### src/rtl/ebi_pkg.sv
package ebi_pkg;

  typedef enum logic [2:0] {
    ST_IDLE,
    ST_SETUP,
    ST_ALE,
    ST_HOLD,
    ST_STROBE,
    ST_WAIT,
    ST_RESP
  } ebi_state_e;

  typedef enum logic [1:0] {
    FMT_SEP     = 2'b00,
    FMT_MUX_CS2 = 2'b01,
    FMT_MUX_CS1 = 2'b10,
    FMT_MUX_ALL = 2'b11
  } bus_fmt_e;

  // Decide whether a cycle in the given region uses the multiplexed format.
  function automatic logic use_mux(bus_fmt_e fmt, logic region1);
    case (fmt)
      FMT_MUX_ALL: return 1'b1;
      FMT_MUX_CS1: return region1;
      FMT_MUX_CS2: return ~region1;
      default:     return 1'b0;
    endcase
  endfunction

endpackage

### src/rtl/ebi_cfg.sv
module ebi_cfg
  import ebi_pkg::*;
(
  input  logic     clk,
  input  logic     rst_n,
  input  logic     byte_mode,
  input  logic     cfg_we,
  input  logic     cfg_narrow_addr,
  input  logic [1:0] cfg_fmt,
  output bus_fmt_e fmt_q,
  output logic     narrow_q,
  output logic     own_addr_top,
  output logic     own_addr_mid,
  output logic     own_data_hi
);

  logic fmt_legal;
  assign fmt_legal = !(cfg_fmt == 2'b11 && !byte_mode);

  always_ff @(posedge clk or negedge rst_n) begin
    if (!rst_n) begin
      fmt_q    <= FMT_SEP;
      narrow_q <= 1'b0;
    end else if (cfg_we) begin
      narrow_q <= cfg_narrow_addr;
      if (fmt_legal) fmt_q <= bus_fmt_e'(cfg_fmt);
    end
  end

  assign own_addr_top = ~narrow_q;
  assign own_addr_mid = (fmt_q != FMT_MUX_ALL);
  assign own_data_hi  = ~byte_mode;

  p_reject_wide_full_mux_r9: assert property (@(posedge clk) disable iff (!rst_n)
    (cfg_we && !byte_mode && cfg_fmt == 2'b11) |=> $stable(fmt_q));

  p_width_taken_r9: assert property (@(posedge clk) disable iff (!rst_n)
    cfg_we |=> (narrow_q == $past(cfg_narrow_addr)));

endmodule

### src/rtl/ebi_addr_mask.sv
module ebi_addr_mask #(
  parameter int ADDR_W    = 20,
  parameter int NARROW_AW = 16,
  parameter int MUX_KEEP  = 9
) (
  input  logic [ADDR_W-1:0] byte_addr,
  input  logic              narrow,
  input  logic              full_mux,
  output logic [ADDR_W-1:0] pins
);

  for (genvar i = 0; i < ADDR_W; i++) begin : g_bit
    if (i >= NARROW_AW) begin : g_top
      assign pins[i] = byte_addr[i] & ~narrow;
    end else if (i >= MUX_KEEP) begin : g_mid
      assign pins[i] = byte_addr[i] & ~full_mux;
    end else begin : g_low
      assign pins[i] = byte_addr[i];
    end
  end

endmodule

### src/rtl/ebi_seq.sv
module ebi_seq
  import ebi_pkg::*;
#(
  parameter int ADDR_W = 20,
  parameter int DATA_W = 16
) (
  input  logic              clk,
  input  logic              rst_n,
  input  logic              byte_mode,
  input  bus_fmt_e          fmt,
  input  logic              req_valid,
  output logic              req_ready,
  input  logic              req_write,
  input  logic [ADDR_W-1:0] req_addr,
  input  logic [DATA_W-1:0] req_wdata,
  input  logic              req_wait,
  output logic              rsp_valid,
  input  logic              rsp_ready,
  output logic [DATA_W-1:0] rsp_rdata,
  output logic [ADDR_W-1:0] byte_addr,
  output logic [DATA_W/2-1:0] ad_out,
  input  logic [DATA_W/2-1:0] ad_in,
  output logic              ad_oe,
  output logic [DATA_W/2-1:0] dh_out,
  input  logic [DATA_W/2-1:0] dh_in,
  output logic              dh_oe,
  output logic              ale,
  output logic              rd_n,
  output logic              wr_n,
  output logic              cs1_n,
  output logic              cs2_n
);

  localparam int BYTE_W = DATA_W / 2;

  ebi_state_e        state_q, state_d;
  logic              beat_q, wr_q, wait_q, mux_q, eight_q;
  logic [ADDR_W-1:0] addr_q;
  logic [DATA_W-1:0] wdata_q, rdata_q;
  logic              strobe, addr_phase, active, last_strobe, more_beats;
  logic [BYTE_W-1:0] wbyte;

  assign byte_addr   = eight_q ? addr_q + ADDR_W'(beat_q) : addr_q;
  assign strobe      = (state_q == ST_STROBE) || (state_q == ST_WAIT);
  assign addr_phase  = (state_q == ST_ALE) || (state_q == ST_HOLD);
  assign active      = (state_q != ST_IDLE) && (state_q != ST_RESP);
  assign last_strobe = (state_q == ST_WAIT) ||
                       (state_q == ST_STROBE && !(mux_q || wait_q));
  assign more_beats  = eight_q && !beat_q;
  assign wbyte       = (eight_q && beat_q) ? wdata_q[DATA_W-1:BYTE_W] : wdata_q[BYTE_W-1:0];

  always_comb begin
    state_d = state_q;
    case (state_q)
      ST_IDLE:   if (req_valid) state_d = use_mux(fmt, req_addr[ADDR_W-1]) ? ST_ALE : ST_SETUP;
      ST_SETUP:  state_d = ST_STROBE;
      ST_ALE:    state_d = ST_HOLD;
      ST_HOLD:   state_d = ST_STROBE;
      ST_STROBE, ST_WAIT: begin
        if (state_q == ST_STROBE && (mux_q || wait_q)) state_d = ST_WAIT;
        else if (more_beats) state_d = mux_q ? ST_ALE : ST_SETUP;
        else state_d = ST_RESP;
      end
      ST_RESP:   if (rsp_ready) state_d = ST_IDLE;
      default:   state_d = ST_IDLE;
    endcase
  end

  always_ff @(posedge clk or negedge rst_n) begin
    if (!rst_n) begin
      state_q <= ST_IDLE;
      beat_q  <= 1'b0;
      wr_q    <= 1'b0;
      wait_q  <= 1'b0;
      mux_q   <= 1'b0;
      eight_q <= 1'b0;
      addr_q  <= '0;
      wdata_q <= '0;
      rdata_q <= '0;
    end else begin
      state_q <= state_d;
      if (state_q == ST_IDLE && req_valid) begin
        beat_q  <= 1'b0;
        wr_q    <= req_write;
        wait_q  <= req_wait;
        mux_q   <= use_mux(fmt, req_addr[ADDR_W-1]);
        eight_q <= byte_mode;
        addr_q  <= req_addr;
        wdata_q <= req_wdata;
      end
      if (last_strobe) begin
        if (!eight_q) rdata_q <= {dh_in, ad_in};
        else if (!beat_q) rdata_q[BYTE_W-1:0] <= ad_in;
        else rdata_q[DATA_W-1:BYTE_W] <= ad_in;
        if (more_beats) beat_q <= 1'b1;
      end
    end
  end

  assign req_ready = (state_q == ST_IDLE);
  assign rsp_valid = (state_q == ST_RESP);
  assign rsp_rdata = rdata_q;
  assign ale       = (state_q == ST_ALE);
  assign rd_n      = ~(strobe && !wr_q);
  assign wr_n      = ~(strobe && wr_q);
  assign cs1_n     = ~(active && addr_q[ADDR_W-1]);
  assign cs2_n     = ~(active && !addr_q[ADDR_W-1]);
  assign ad_oe     = active && (addr_phase || wr_q);
  assign ad_out    = !active ? '0 :
                     addr_phase ? (eight_q ? byte_addr[BYTE_W-1:0] : byte_addr[BYTE_W:1]) :
                     (wr_q ? wbyte : '0);
  assign dh_oe     = active && wr_q && !eight_q;
  assign dh_out    = dh_oe ? wdata_q[DATA_W-1:BYTE_W] : '0;

  p_strobes_exclusive_r4: assert property (@(posedge clk) disable iff (!rst_n)
    !(!rd_n && !wr_n));

  p_select_before_strobe_r4: assert property (@(posedge clk) disable iff (!rst_n)
    ($fell(rd_n) || $fell(wr_n)) |-> $past(!(cs1_n && cs2_n)));

  p_ale_then_hold_r5: assert property (@(posedge clk) disable iff (!rst_n)
    ale |=> (!ale && rd_n && wr_n && ad_oe));

  p_mux_forced_wait_r5: assert property (@(posedge clk) disable iff (!rst_n)
    (mux_q && ($fell(rd_n) || $fell(wr_n))) |=> !(rd_n && wr_n));

  p_rsp_hold_r11: assert property (@(posedge clk) disable iff (!rst_n)
    (rsp_valid && !rsp_ready) |=> (rsp_valid && $stable(rsp_rdata)));

  p_busy_not_ready_r11: assert property (@(posedge clk) disable iff (!rst_n)
    (rsp_valid || !(cs1_n && cs2_n)) |-> !req_ready);

endmodule

### src/rtl/ext_bus_if.sv
module ext_bus_if
  import ebi_pkg::*;
#(
  parameter int ADDR_W    = 20,
  parameter int DATA_W    = 16,
  parameter int NARROW_AW = 16,
  parameter int MUX_KEEP  = 9
) (
  input  logic              clk,
  input  logic              rst_n,
  input  logic              byte_mode,
  input  logic              cfg_we,
  input  logic              cfg_narrow_addr,
  input  logic [1:0]        cfg_fmt,
  output logic [1:0]        cfg_fmt_q,
  output logic              cfg_narrow_q,
  input  logic              req_valid,
  output logic              req_ready,
  input  logic              req_write,
  input  logic [ADDR_W-1:0] req_addr,
  input  logic [DATA_W-1:0] req_wdata,
  input  logic              req_wait,
  output logic              rsp_valid,
  input  logic              rsp_ready,
  output logic [DATA_W-1:0] rsp_rdata,
  output logic [ADDR_W-1:0] ext_addr,
  output logic [DATA_W/2-1:0] ext_ad_out,
  input  logic [DATA_W/2-1:0] ext_ad_in,
  output logic              ext_ad_oe,
  output logic [DATA_W/2-1:0] ext_dh_out,
  input  logic [DATA_W/2-1:0] ext_dh_in,
  output logic              ext_dh_oe,
  output logic              ext_ale,
  output logic              ext_rd_n,
  output logic              ext_wr_n,
  output logic              ext_cs1_n,
  output logic              ext_cs2_n,
  output logic              own_addr_top,
  output logic              own_addr_mid,
  output logic              own_data_hi
);

  bus_fmt_e          fmt;
  logic [ADDR_W-1:0] byte_addr;

  ebi_cfg u_cfg (
    .clk             (clk),
    .rst_n           (rst_n),
    .byte_mode       (byte_mode),
    .cfg_we          (cfg_we),
    .cfg_narrow_addr (cfg_narrow_addr),
    .cfg_fmt         (cfg_fmt),
    .fmt_q           (fmt),
    .narrow_q        (cfg_narrow_q),
    .own_addr_top    (own_addr_top),
    .own_addr_mid    (own_addr_mid),
    .own_data_hi     (own_data_hi)
  );

  assign cfg_fmt_q = fmt;

  ebi_seq #(.ADDR_W(ADDR_W), .DATA_W(DATA_W)) u_seq (
    .clk       (clk),
    .rst_n     (rst_n),
    .byte_mode (byte_mode),
    .fmt       (fmt),
    .req_valid (req_valid),
    .req_ready (req_ready),
    .req_write (req_write),
    .req_addr  (req_addr),
    .req_wdata (req_wdata),
    .req_wait  (req_wait),
    .rsp_valid (rsp_valid),
    .rsp_ready (rsp_ready),
    .rsp_rdata (rsp_rdata),
    .byte_addr (byte_addr),
    .ad_out    (ext_ad_out),
    .ad_in     (ext_ad_in),
    .ad_oe     (ext_ad_oe),
    .dh_out    (ext_dh_out),
    .dh_in     (ext_dh_in),
    .dh_oe     (ext_dh_oe),
    .ale       (ext_ale),
    .rd_n      (ext_rd_n),
    .wr_n      (ext_wr_n),
    .cs1_n     (ext_cs1_n),
    .cs2_n     (ext_cs2_n)
  );

  ebi_addr_mask #(.ADDR_W(ADDR_W), .NARROW_AW(NARROW_AW), .MUX_KEEP(MUX_KEEP)) u_mask (
    .byte_addr (byte_addr),
    .narrow    (cfg_narrow_q),
    .full_mux  (fmt == FMT_MUX_ALL),
    .pins      (ext_addr)
  );

  p_top_released_r2: assert property (@(posedge clk) disable iff (!rst_n)
    !own_addr_top |-> (ext_addr[ADDR_W-1:NARROW_AW] == '0));

  p_mid_released_r10: assert property (@(posedge clk) disable iff (!rst_n)
    !own_addr_mid |-> (ext_addr[NARROW_AW-1:MUX_KEEP] == '0));

  p_high_group_idle_r3: assert property (@(posedge clk) disable iff (!rst_n)
    !own_data_hi |-> !ext_dh_oe);

endmodule

### config.mk
export PLATFORM = sky130hd
export DESIGN_NAME = ext_bus_if
export DESIGN_NICKNAME = d
export VERILOG_FILES = /design/src/rtl/ebi_pkg.sv /design/src/rtl/ebi_cfg.sv /design/src/rtl/ebi_addr_mask.sv /design/src/rtl/ebi_seq.sv /design/src/rtl/ext_bus_if.sv
export SDC_FILE = /design/constraint.sdc
export NUM_CORES = 1
export LEC_CHECK = 0
export BUFFER_PORTS_ARGS = -buffer_cell sky130_fd_sc_hd__buf_2
export CAP_MARGIN = 20
export CORE_MARGIN = 10
export CORE_UTILIZATION = 50
export DETAILED_ROUTE_END_ITERATION = 8
export PLACE_DENSITY = 0.89
export SLEW_MARGIN = 20
export SYNTH_ARGS = -nofsm -noshare
export SYNTH_HDL_FRONTEND = slang
export SYNTH_SLANG_ARGS = --single-unit
### constraint.sdc
create_clock -name clk -period 2.62 [get_ports clk]
set_clock_uncertainty 0.05 [all_clocks]
set_input_delay 0.131 -clock clk [delete_from_list [all_inputs] [get_ports clk]]
set_output_delay 0.131 -clock clk [all_outputs]
set_load 0.02 [all_outputs]
== Yosys cells after proc, flatten, opt, wreduce, memory -nomap -nowiden ==
Index checks and enable logic that the tools add are counted.

* Register bits after elaboration: 63
* Output and inout bits: 67

* Equality and inequality tests: 16
* Reduce and logical (&&, ||, !) cells: 33
* Bitwise logic cells: 20
* Mux-type cells: 23
* Add/subtract/negate cells: 1

{| class="wikitable"
|+ Operators by type and width
! kind !! count
|-
| 2-to-1 mux 8 bit || 8
|-
| adder 20 x 1 -> 20 bit || 1
|-
| 2-to-1 mux 20 bit || 1
|-
| 2-to-1 mux 16 bit || 1
|-
| case mux 3 bit (5 select lines) || 1
|-
| logical AND 1 bit || 14
|-
| 2-to-1 mux 3 bit || 4
|-
| AND 1 bit || 11
|-
| == test 3 bit (second input constant) || 3
|-
| NOT 1 bit || 9
|-
| AND reduction 2 bit || 4
|-
| == test 2 bit (second input constant) || 3
|-
| == test 3 x 2 -> 1 bit (second input constant) || 2
|-
| logical NOT 1 bit || 6
|-
| inequality test 2 bit (second input constant) || 3
|-
| logical OR 1 bit || 5
|-
| 2-to-1 mux 1 bit || 5
|-
| 2-to-1 mux 2 bit || 2
|-
| inequality test 2 x 1 -> 1 bit (second input constant) || 2
|-
| OR reduction 2 bit || 2
|-
| == test 3 x 1 -> 1 bit (second input constant) || 1
|-
| logical NOT 3 bit || 1
|-
| inequality test 3 bit (second input constant) || 1
|-
| case mux 1 bit (3 select lines) || 1
|-
| 2 further kinds || 2
|}

== Longest topological paths before layout ==
Gate-level depths: netlist of the first run.

* Depth in word-level cells: 7
* Depth in mapped cells: 7

== By module ==
Synthesis of the first run repeated with hierarchy kept, for this count alone.

* Cells, all modules: 310
* Area total of the unflattened synthesis: 3733.6 um^2

{| class="wikitable"
|+ Modules (own cells, without submodules)
! module !! cells an instance !! area an instance (um^2) !! sequential area each (um^2) !! instances
|-
| ebi_seq || 275 || 3458.3 || 1501.4 || 1
|-
| ebi_addr_mask || 20 || 136.4 || 0.0 || 1
|-
| ebi_cfg || 14 || 132.6 || 75.1 || 1
|-
| ext_bus_if || 1 || 6.3 || 0.0 || 1
|}

== Least setup slack after synthesis of the first run ==
No wires, ideal clock.

* Path type: reg2out
* Start: reg u_seq.state_q[2]
* End: out ext_dh_out[0]
* Setup slack: 0.497 ns
* Cell stages (with the launch flop): 6
* Arrival: 1.942 ns
* Cell sequence: dfrtp_1 buf_6 and2b_1 nor3_1 nor3b_1 and2_1

* Word-level cells in the longest chain between the ends: 5
* Elaborated cells on any way between the ends: 6
* Those cells by class: eq/ne: 1; mux: 1; reduce/logical: 4

{| class="wikitable"
|+ RTL lines
! what !! line !! text
|-
| start: declaration || ebi_seq.sv:36 || <nowiki>ebi_state_e state_q, state_d;</nowiki>
|-
| start signal: assignment || ebi_seq.sv:81 || <nowiki>state_q <= state_d;</nowiki>
|-
| inequality test 3 bit / nonzero test 3 bit (equally long branches) || ebi_seq.sv:46 || <nowiki>assign active = (state_q != ST_IDLE) && (state_q != ST_RESP);</nowiki>
|-
| logical AND 1 bit * || ebi_seq.sv:46 ||
|-
| logical AND 1 bit * (2 in series) || ebi_seq.sv:112 || <nowiki>assign dh_oe = active && wr_q && !eight_q;</nowiki>
|-
| net ext_dh_oe || ext_bus_if.sv:32 || <nowiki>output logic ext_dh_oe,</nowiki>
|-
| 2-to-1 mux 8 bit * || ebi_seq.sv:113 || <nowiki>assign dh_out = dh_oe ? wdata_q[DATA_W-1:BYTE_W] : '0;</nowiki>
|-
| end: declaration || ext_bus_if.sv:30 || <nowiki>output logic [DATA_W/2-1:0] ext_dh_out,</nowiki>
|}

Mark *: on every way through the listed nets, which the timed path passes. The rest lies on a longest branch.

== Final worst setup path of the first run ==
* Start: reg u_seq.addr_q[3]
* End: out ext_addr[17]

* Word-level cells in the longest chain between the ends: 3

{| class="wikitable"
|+ RTL lines
! what !! line !! text
|-
| start: declaration || ebi_seq.sv:38 || <nowiki>logic [ADDR_W-1:0] addr_q;</nowiki>
|-
| start signal: assignment || ebi_seq.sv:88 || <nowiki>addr_q <= req_addr;</nowiki>
|-
| adder 20 x 1 -> 20 bit || ebi_seq.sv:43 || <nowiki>assign byte_addr = eight_q ? addr_q + ADDR_W'(beat_q) : addr_q;</nowiki>
|-
| 2-to-1 mux 20 bit || ebi_seq.sv:43 ||
|-
| AND 1 bit || ebi_addr_mask.sv:14 || <nowiki>assign pins[i] = byte_addr[i] & ~narrow;</nowiki>
|-
| end: declaration || ext_bus_if.sv:26 || <nowiki>output logic [ADDR_W-1:0] ext_addr,</nowiki>
|}

No other way between the ends.

==> results by group, run 1 <==
Timing
  – Final setup violating endpoints: 0
  – Fmax: 396 MHz
  – Hold Slack: roughly 0.0064 ns
  – Tcrit/Tclk final: 0.964
  – Rel. slew slack: 0.458
  – Fin. Hold Viols: 0
  – Post-layout minimum cycle time: 2.53 ns
  – Slew @ Worst Pin: 0.813 ns
  – Max-slew violations: 0

Global route
  – Largest net degree at the start of global routing: 37
  – Initial antenna violation count: 0
  – First-pass GRT wire length: between 15,000 and 20,000 um
  – Vias in the first global route: around 3,500
  – GRT Total Usage: 0.214
  – Grt total ovfl: 0

Synth
  – Top post-synthesis cells by area: dfrtp_1, mux2_2, mux2i_1, nand2_1, xnor2_1
  – Mapped cell area: 0.00355 mm^2
  – Synthesized instance count: about 320
  – Syn_nets: ~390
  – Area leader, netlist: dfrtp_1
  – YS warnings: 0
  – Synth Flop Type: dfrtp_1
  – Netlist cell types: 46
  – Top-area cell type share of the netlist area: 0.444
  – Number of enable flip-flop cells after synthesis: 0
  – Avg Inst Size Synth: between 10 and 15 um^2
  – Async S/R FF share, synth: 1.00
  – #FFs+latches synth: between 60 and 70
  – Post-synthesis sequential area ratio: 0.444

CTS
  – CTS tree: built
  – CTS buffer count: 9
  – CTS sink cnt: between 60 and 70
  – Root Driver: clkbuf_8
  – Skew-Pair Late Insertion Delay: around 0.35 ns
  – CTS H-tree depth: 3
  – Maximum clock path buffer count: 2
  – Worst-path clk slew: 0.08 ns

Floorplan
  – DIE HEIGHT: roughly 100 um
  – DIE WIDTH: between 100 and 150 um
  – Rows: 30
  – Initial Utilization: 0.520
  – Core Box Area: just under 0.007 mm^2
  – Die Area: between 0.01 and 0.015 mm^2
  – Ports: 130

Power
  – Leakage power: 2.40 nW
  – PwrDens: about 1300 mW/mm^2
  – Max VDD drop: 0.000642 V

Critical path
  – Crit path max fanout: 11
  – Crit path required time: between 2 and 2.5 ns
  – Reg2Reg Setup Slack: approximately 0.61 ns
  – Critical Path AT: around 2.3 ns
  – Crit start category: flop
  – CP Capture Type: output pin
  – R2r endpoint: u_seq.addr_q[15]
  – Crit path launch: u_seq.addr_q[3]
  – Setup CP Type: flop to output pin
  – R2r worst-path depth: 4
  – Worst flop-to-flop path startpoint: u_seq.state_q[2]

Finish
  – Nets: ~570
  – Fill cell count: roughly 460
  – Synth-to-layout area growth: 40.7%
  – Ant. Diodes: 0
  – Final Cell Area: around 0.005 mm^2
  – Share of cells above drive strength 1: 0.458

Place
  – Post-DP Area: about 0.0043 mm^2
  – Routability cong.: ~0.84
  – Port Buffers: 129
  – HPWL Detailed: about 8100 um

Worst hold path
  – Hold Crit Depth: 2
  – Hold worst-path end: u_seq.eight_q
  – Worst Hold Class: input pin to flop
  – Worst Min Path Start: byte_mode

Route
  – First-pass iteration count of the detailed router: 4
  – Post-DRT Antenna Nets: 0
  – Vias post-DR: between 3,000 and 4,000
  – Final wirelength: around 12,000 um
  – DR WL/cell: 19.7 um
  – Number of DRC markers in iteration 0: roughly 240
  – Via density: ~5.5
  – Post-route DRC violation count: 0

Run
  – Total of max-cap violations: 0

Run status
  – Status: finished clean
==> state kept, by name (all words and copies together) (netlist names) <==
name and flops:
u_cfg.fmt_q 2, u_cfg.narrow_q 1, u_seq.addr_q 20, u_seq.beat_q 1
u_seq.eight_q 1, u_seq.mux_q 1, u_seq.rsp_rdata 16, u_seq.state_q 3
u_seq.wait_q 1, u_seq.wdata_q 16, u_seq.wr_q 1
==> report_power, final <==
part / switching [mW] / internal [mW] / total, mW
Combinational: 1.93 / 1.47 / 3.39
Sequential: 0.517 / 1.46 / 1.97
Clock: 0.389 / 0.515 / 0.904
==> layout by cell type, fill, tap and decap left out, types with 3 or more instances in the layout <==
master	instances
o22ai_1	3
and2_1	10
mux2i_1	12
nor3_1	7
buf_4	9
nand3_1	7
nor2_1	17
dfrtp_1	63
buf_2	128
clkbuf_8	12
o21ai_0	14
a31o_2	3
a31oi_1	3
xnor2_1	9
dlygate4sd3_1	50
mux2_2	65
o22a_1	4
xor2_1	3
nand2b_1	5
inv_1	10
a21oi_1	10
nand2_1	24
==> cell usage after synthesis (4+ instances only) <==
master / n
a21oi_1: 10
and2_1: 11
buf_2: 6
buf_4: 4
buf_6: 5
dfrtp_1: 63
inv_1: 10
mux2_2: 65
mux2i_1: 12
nand2_1: 24
nand2b_1: 5
nand3_1: 8
nor2_1: 17
nor3_1: 7
o21ai_0: 14
o22a_1: 4
xnor2_1: 9
==> area by class of cell <==
type,count,area (um^2),area share
Clock buffer,13,169,0.0338
Clock inverter,3,40.0,0.00802
Inverter,10,37.5,0.00752
Multi-Input combinational cell,232,1820,0.365
Sequential cell,63,1580,0.316
Tap cell,96,120,0.0240
Timing Repair Buffer,188,1230,0.246
==> cells by family after synthesis <==
kind of cell | count (synthesis) | share of synthesized area
buffers and inverters | 27 | 0.0455
AND/OR/NAND/NOR | 93 | 0.145
adder cells (fa/ha/maj) | 3 | 0.00987
flip-flops | 63 | 0.444
multiplexers | 77 | 0.240
XOR/XNOR | 12 | 0.0296
AO/OA/AOI/OAI | 47 | 0.0857
==> worst max-delay path, stage by stage (launching register included) <==
cell	delay [ns]
dfrtp_1	0.53
nand3_2	0.29
nor4_4	0.53
nand3_1	0.17
mux2_2	0.30
buf_2	0.16
==> stage by stage <==
stage | power (mW) | util | cells | TNS [ns] | setup slack, ns
floorplan | 4.18 | - | 322 | 0 | 0.497
global placement | 5.04 | 0.623 | 537 | 0 | 0.418
detailed placement | 5.18 | 0.623 | 537 | 0 | 0.331
CTS | 6.16 | 0.726 | 602 | 0 | 0.0141
global route | 6.61 | 0.731 | 605 | -0.000133 | -0.000133
finish | 6.27 | 0.731 | 605 | 0 | 0.0942
==> metal layers <==
| layer | routed length [um] | GRT usage |
|---|---|---|
| met4 | 613 | 0.144 |
| met5 | 0 | 0 |
| met1 | 4490 | 0.239 |
| met2 | 6140 | 0.360 |
| met3 | 688 | 0.0458 |
==> worst max-delay path by stage <==
stage | cells past startpoint | slack (ns) | to
after floorplan | 5 | 0.50 | ext_dh_out[0]
after global placement | 7 | 0.42 | ext_addr[14]
after detailed placement | 7 | 0.33 | ext_addr[18]
after CTS | 7 | 0.01 | ext_ad_out[6]
after global routing | 5 | -0.0001 | ext_addr[17]
final | 5 | 0.09 | ext_addr[17]
==> timing repair <==
item | in CTS | in global routing
setup buffers | 0 | 2
hold endpoints to repair | 81 | 1
gates resized for setup | 0 | 4
pin swaps | 1 | 2
hold buffers | 49 | 1
setup endpoints to repair | 3 | 7
Note: power is estimated with default switching activity, not from simulation.
==> inputs of run 2 (changes only) <==
--- a/config.mk
+++ b/config.mk
@@ -5,12 +5,13 @@
 export SDC_FILE = /design/constraint.sdc
 export NUM_CORES = 1
 export LEC_CHECK = 0
+export ABC_AREA = 1
 export BUFFER_PORTS_ARGS = -buffer_cell sky130_fd_sc_hd__buf_2
 export CAP_MARGIN = 20
 export CORE_MARGIN = 10
 export CORE_UTILIZATION = 50
 export DETAILED_ROUTE_END_ITERATION = 8
-export PLACE_DENSITY = 0.89
+export PLACE_DENSITY = 0.88
 export SLEW_MARGIN = 20
 export SYNTH_ARGS = -nofsm -noshare
 export SYNTH_HDL_FRONTEND = slang
==> run 2 against run 1 <==
Compared with the run above:
- total power increased by 3.9%
- hold slack gained 0.0068 ns
- first-iteration DRC count rose by 15%
- wire length is 0.18% higher
- worst setup slack better by 0.095 ns
- clock power rose by 7.6%
- critical endpoint is now ext_addr[18]
- design area about the same
- register-to-register slack better by 0.13 ns
- sequential power decreased by 6%
- synthesized cell count rose by 39%
==> results by group, run 2 <==
Run status
  – Status: finished clean (unchanged)

Synth
  – Synthesized instance count: 448 (was 322)
  – #FFs+latches synth: 63 (unchanged)
  – Avg Inst Size Synth: 8.15 um^2 (was 11.0 um^2)
  – YS warnings: 0 (unchanged)
  – Synth top cells by count: nand2_1, nor2_1, dfrtp_1, inv_1, o21ai_0 (was mux2_2, dfrtp_1, nand2_1, nor2_1, o21ai_0)
  – Netlist cell types: 37 (was 46)
  – Async S/R FF share, synth: 1.00 (unchanged)
  – Area leader, netlist: dfrtp_1 (unchanged)
  – Number of enable flip-flop cells after synthesis: 0 (unchanged)
  – Mapped cell area: 0.00365 mm^2 (was 0.00355 mm^2)
  – Syn_nets: 513 (was 387)
  – Top-area cell type share of the netlist area: 0.432 (was 0.444)
  – Synth Flop Type: dfrtp_1 (unchanged)
  – Top post-synthesis cells by area: dfrtp_1, nand2_1, nor2_1, inv_1, o21ai_0 (was dfrtp_1, mux2_2, mux2i_1, nand2_1, xnor2_1)
  – Count leader, synth: nand2_1 (was mux2_2)
  – Post-synthesis sequential area ratio: 0.432 (was 0.444)

Finish
  – Synth-to-layout area growth: 36.7% (was 40.7%)
  – Fill cell count: 546 (was 458)
  – Ant. Diodes: 0 (unchanged)
  – Share of cells above drive strength 1: 0.322 (was 0.458)
  – Core Util, Final: 0.696 (was 0.731)
  – Commonest non-fill, non-tap cell in the layout: buf_2 (unchanged)
  – Top reg by flops: u_seq.addr_q (unchanged)
  – Nets: 685 (was 569)
  – Most frequent cells in the layout: buf_2, nand2_1, nor2_1, dfrtp_1, inv_1 (was buf_2, mux2_2, dfrtp_1, dlygate4sd3_1, nand2_1)
  – Max reg flops: 20 (unchanged)

Timing
  – Post-layout minimum cycle time: 2.43 ns (was 2.53 ns)
  – RSZ-0062 raised after global routing: no
  – Fmax: 411 MHz (was 396 MHz)
  – Slew @ Worst Pin: 0.818 ns (was 0.813 ns)
  – Rel. slew slack: 0.455 (was 0.458)
  – Setup_tns: 0 ns (unchanged)
  – Fin. Hold Viols: 0 (unchanged)
  – Tcrit/Tclk final: 0.928 (was 0.964)
  – Final setup violating endpoints: 0 (unchanged)
  – Hold Slack: 0.0132 ns (was 0.00635 ns)
  – Max-slew violations: 0 (unchanged)

Critical path
  – Reg2Reg Setup Slack: 0.74 ns (was 0.61 ns)
  – Critical Path AT: 2.25 ns (was 2.34 ns)
  – Crit path max fanout: 5 (was 11)
  – R2r worst-path depth: 5 (was 4)
  – R2r endpoint: u_seq.wdata_q[0] (was u_seq.addr_q[15])
  – Worst flop-to-flop path startpoint: u_seq.state_q[1] (was u_seq.state_q[2])
  – Critical path's largest stage delay: 0.40 ns (was 0.53 ns)
  – Delay-heaviest family, CP: simple AND/OR/NAND/NOR gates (unchanged)
  – Setup CP Type: flop to output pin (unchanged)
  – Worst-path cell chain: ha_1 > ha_2 > nand2_2 > nor2_4 > nand2_1 > nor2_1 > nand4_1 > nand2_1 > inv_1 > nor2_1 > buf_2 (was nand3_2 > nor4_4 > nand3_1 > mux2_2 > buf_2)
  – Crit start category: flop (unchanged)
  – Crit path required time: 2.44 ns (about the same)
  – Crit path buf inv count: 2 (was 1)
  – CP Capture Type: output pin (unchanged)
  – Crit path launch: u_seq.beat_q (was u_seq.addr_q[3])
  – CP max-delay cell: dfrtp_1 (unchanged)

Global route
  – Grt total ovfl: 0 (unchanged)
  – Largest net degree at the start of global routing: 64 (was 37)
  – GRT Total Usage: 0.212 (was 0.214)
  – Initial antenna violation count: 0 (unchanged)
  – Vias in the first global route: 4,028 (was 3,541)
  – First-pass GRT wire length: 19,400 um (was 18,800 um)

Worst hold path
  – Hold Crit Depth: 3 (was 2)
  – Worst Hold Class: input pin to flop (unchanged)
  – Hold worst-path end: u_seq.wdata_q[14] (was u_seq.eight_q)
  – Worst Min Path Start: req_wdata[14] (was byte_mode)

Route
  – First-pass iteration count of the detailed router: 5 (was 4)
  – Post-DRT Antenna Nets: 0 (unchanged)
  – Post-route DRC violation count: 0 (unchanged)
  – Vias post-DR: 3,819 (was 3,342)
  – Number of DRC markers in iteration 0: 271 (was 236)
  – Via density: 5.27 (was 5.52)
  – DR WL/cell: 16.5 um (was 19.7 um)
  – Final wirelength: 12,000 um (was 11,900 um)

CTS
  – Worst-path clk slew: 0.07 ns (was 0.08 ns)
  – CTS sink cnt: 63 (unchanged)
  – Maximum clock path buffer count: 2 (unchanged)
  – Skew-Pair Late Insertion Delay: 0.35 ns (about the same)
  – Root Driver: clkbuf_8 (unchanged)
  – CTS buffer count: 9 (unchanged)
  – CTS H-tree depth: 3 (unchanged)
  – CTS tree: built (unchanged)

Power
  – Int Power: 3.29 mW (was 3.44 mW)
  – Clk pwr share: 0.149 (was 0.144)
  – Switching portion of total power: 0.496 (was 0.452)
  – Leakage power: 2.59 nW (was 2.40 nW)
  – Comb pwr share: 0.567 (was 0.541)
  – Sequential power share: 0.284 (was 0.315)
  – Sw Pwr: 3.23 mW (was 2.83 mW)
  – PwrDens: 1310 mW/mm^2 (was 1260 mW/mm^2)
  – Max VDD drop: 0.000681 V (was 0.000642 V)

Floorplan
  – Core Box Area: 0.00718 mm^2 (was 0.00683 mm^2)
  – Rows: 31 (was 30)
  – DIE HEIGHT: 105 um (was 104 um)
  – Initial Utilization: 0.509 (was 0.520)
  – Die Area: 0.0111 mm^2 (was 0.0109 mm^2)
  – Ports: 130 (unchanged)
  – DIE WIDTH: 105 um (was 104 um)

Place
  – Routability cong.: 0.906 (was 0.837)
  – HPWL Detailed: 8560 um (was 8060 um)
  – Port Buffers: 129 (unchanged)

Run
  – Total of max-cap violations: 0 (unchanged)
-- run 2: cell count changes after synthesis, sizes merged, moves of 24 or more --
cell / change
mux2: -47
inv: +50
nor2: +60
a21oi: +24
o21ai: +26
nand2: +63
-- run 2: through the flow --
step | worst slack [ns] | power, mW | std cells | instance area [um^2]
floorplan | 0.599 | 4.34 | 448 | 3650
global placement | 0.654 | 5.32 | 667 | 4350
detailed placement | 0.586 | 5.44 | 667 | 4350
CTS | 0.196 | 6.48 | 724 | 4980
global route | 0.0369 | 6.95 | 724 | 4990
finish | 0.189 | 6.52 | 724 | 4990
-- run 2: cell type report --
class / instances / area [um^2] / share of cell area
repair buffers: 173 / 1080 / 0.216
inverters: 60 / 228 / 0.0456
multi-input cells: 313 / 1760 / 0.352
well taps: 99 / 124 / 0.0248
clock buffers: 9 / 124 / 0.0248
clock inverters: 7 / 103 / 0.0206
flip-flops and latches: 63 / 1580 / 0.316
-- run 2: per-layer routing --
metal  up-vias  GRT usage  part of all wire  wire (um)
met5         -          0                 0          0
met3        44     0.0633             0.073        869
li1       1791          -                 -          -
met1      1790      0.227              0.39       4620
met4         0     0.0912             0.039        467
met2       194      0.378              0.50       5990
-- run 2: worst max-delay path by stage --
stage	to	slack [ns]	cells past startpoint
3_5_place_dp	ext_addr[18]	0.59	11
4_1_cts	ext_addr[18]	0.20	11
3_3_place_gp	ext_addr[18]	0.65	11
6_report	ext_addr[18]	0.19	11
2_1_floorplan	ext_ad_out[4]	0.60	7
5_1_grt	ext_addr[16]	0.04	10
-- run 2: logic make-up (layout without fill, tap and decap cells) --
logic type                 Yosys count  count (layout)  share of synthesized area
buffers and inverters               72             249                     0.0888
adders and majority gates            2               2                    0.00685
muxes                               18              18                     0.0689
DFF                                 63              63                      0.432
and+or+nand+nor                    194             194                      0.239
xor gates and xnor gates             6               6                     0.0144
AOI/OAI and AO/OA                   93              93                      0.150
-- run 2: worst min-delay path, cell delays in order --
cell and delay, ns:
buf_2 0.10, nor2_1 0.09, a21oi_1 0.05
-- run 2: power by group through the flow --
stage / registers [mW] / logic, mW / clock network (mW)
after floorplan: 1.88 / 2.46 / 0
after global placement: 1.81 / 3.50 / 0
after detailed placement: 1.83 / 3.61 / 0
after CTS: 1.83 / 3.67 / 0.985
after global routing: 1.90 / 4.02 / 1.02
final: 1.85 / 3.69 / 0.973
-- run 2: what timing repair did --
| item | 4_1_cts | 5_1_grt |
|---|---|---|
| resized for setup | 0 | 2 |
| endpoints found under the hold margin | 71 | 0 |
| setup buffers | 0 | 0 |
| hold buffers | 41 | 0 |
| endpoints found under the setup margin | 0 | 1 |
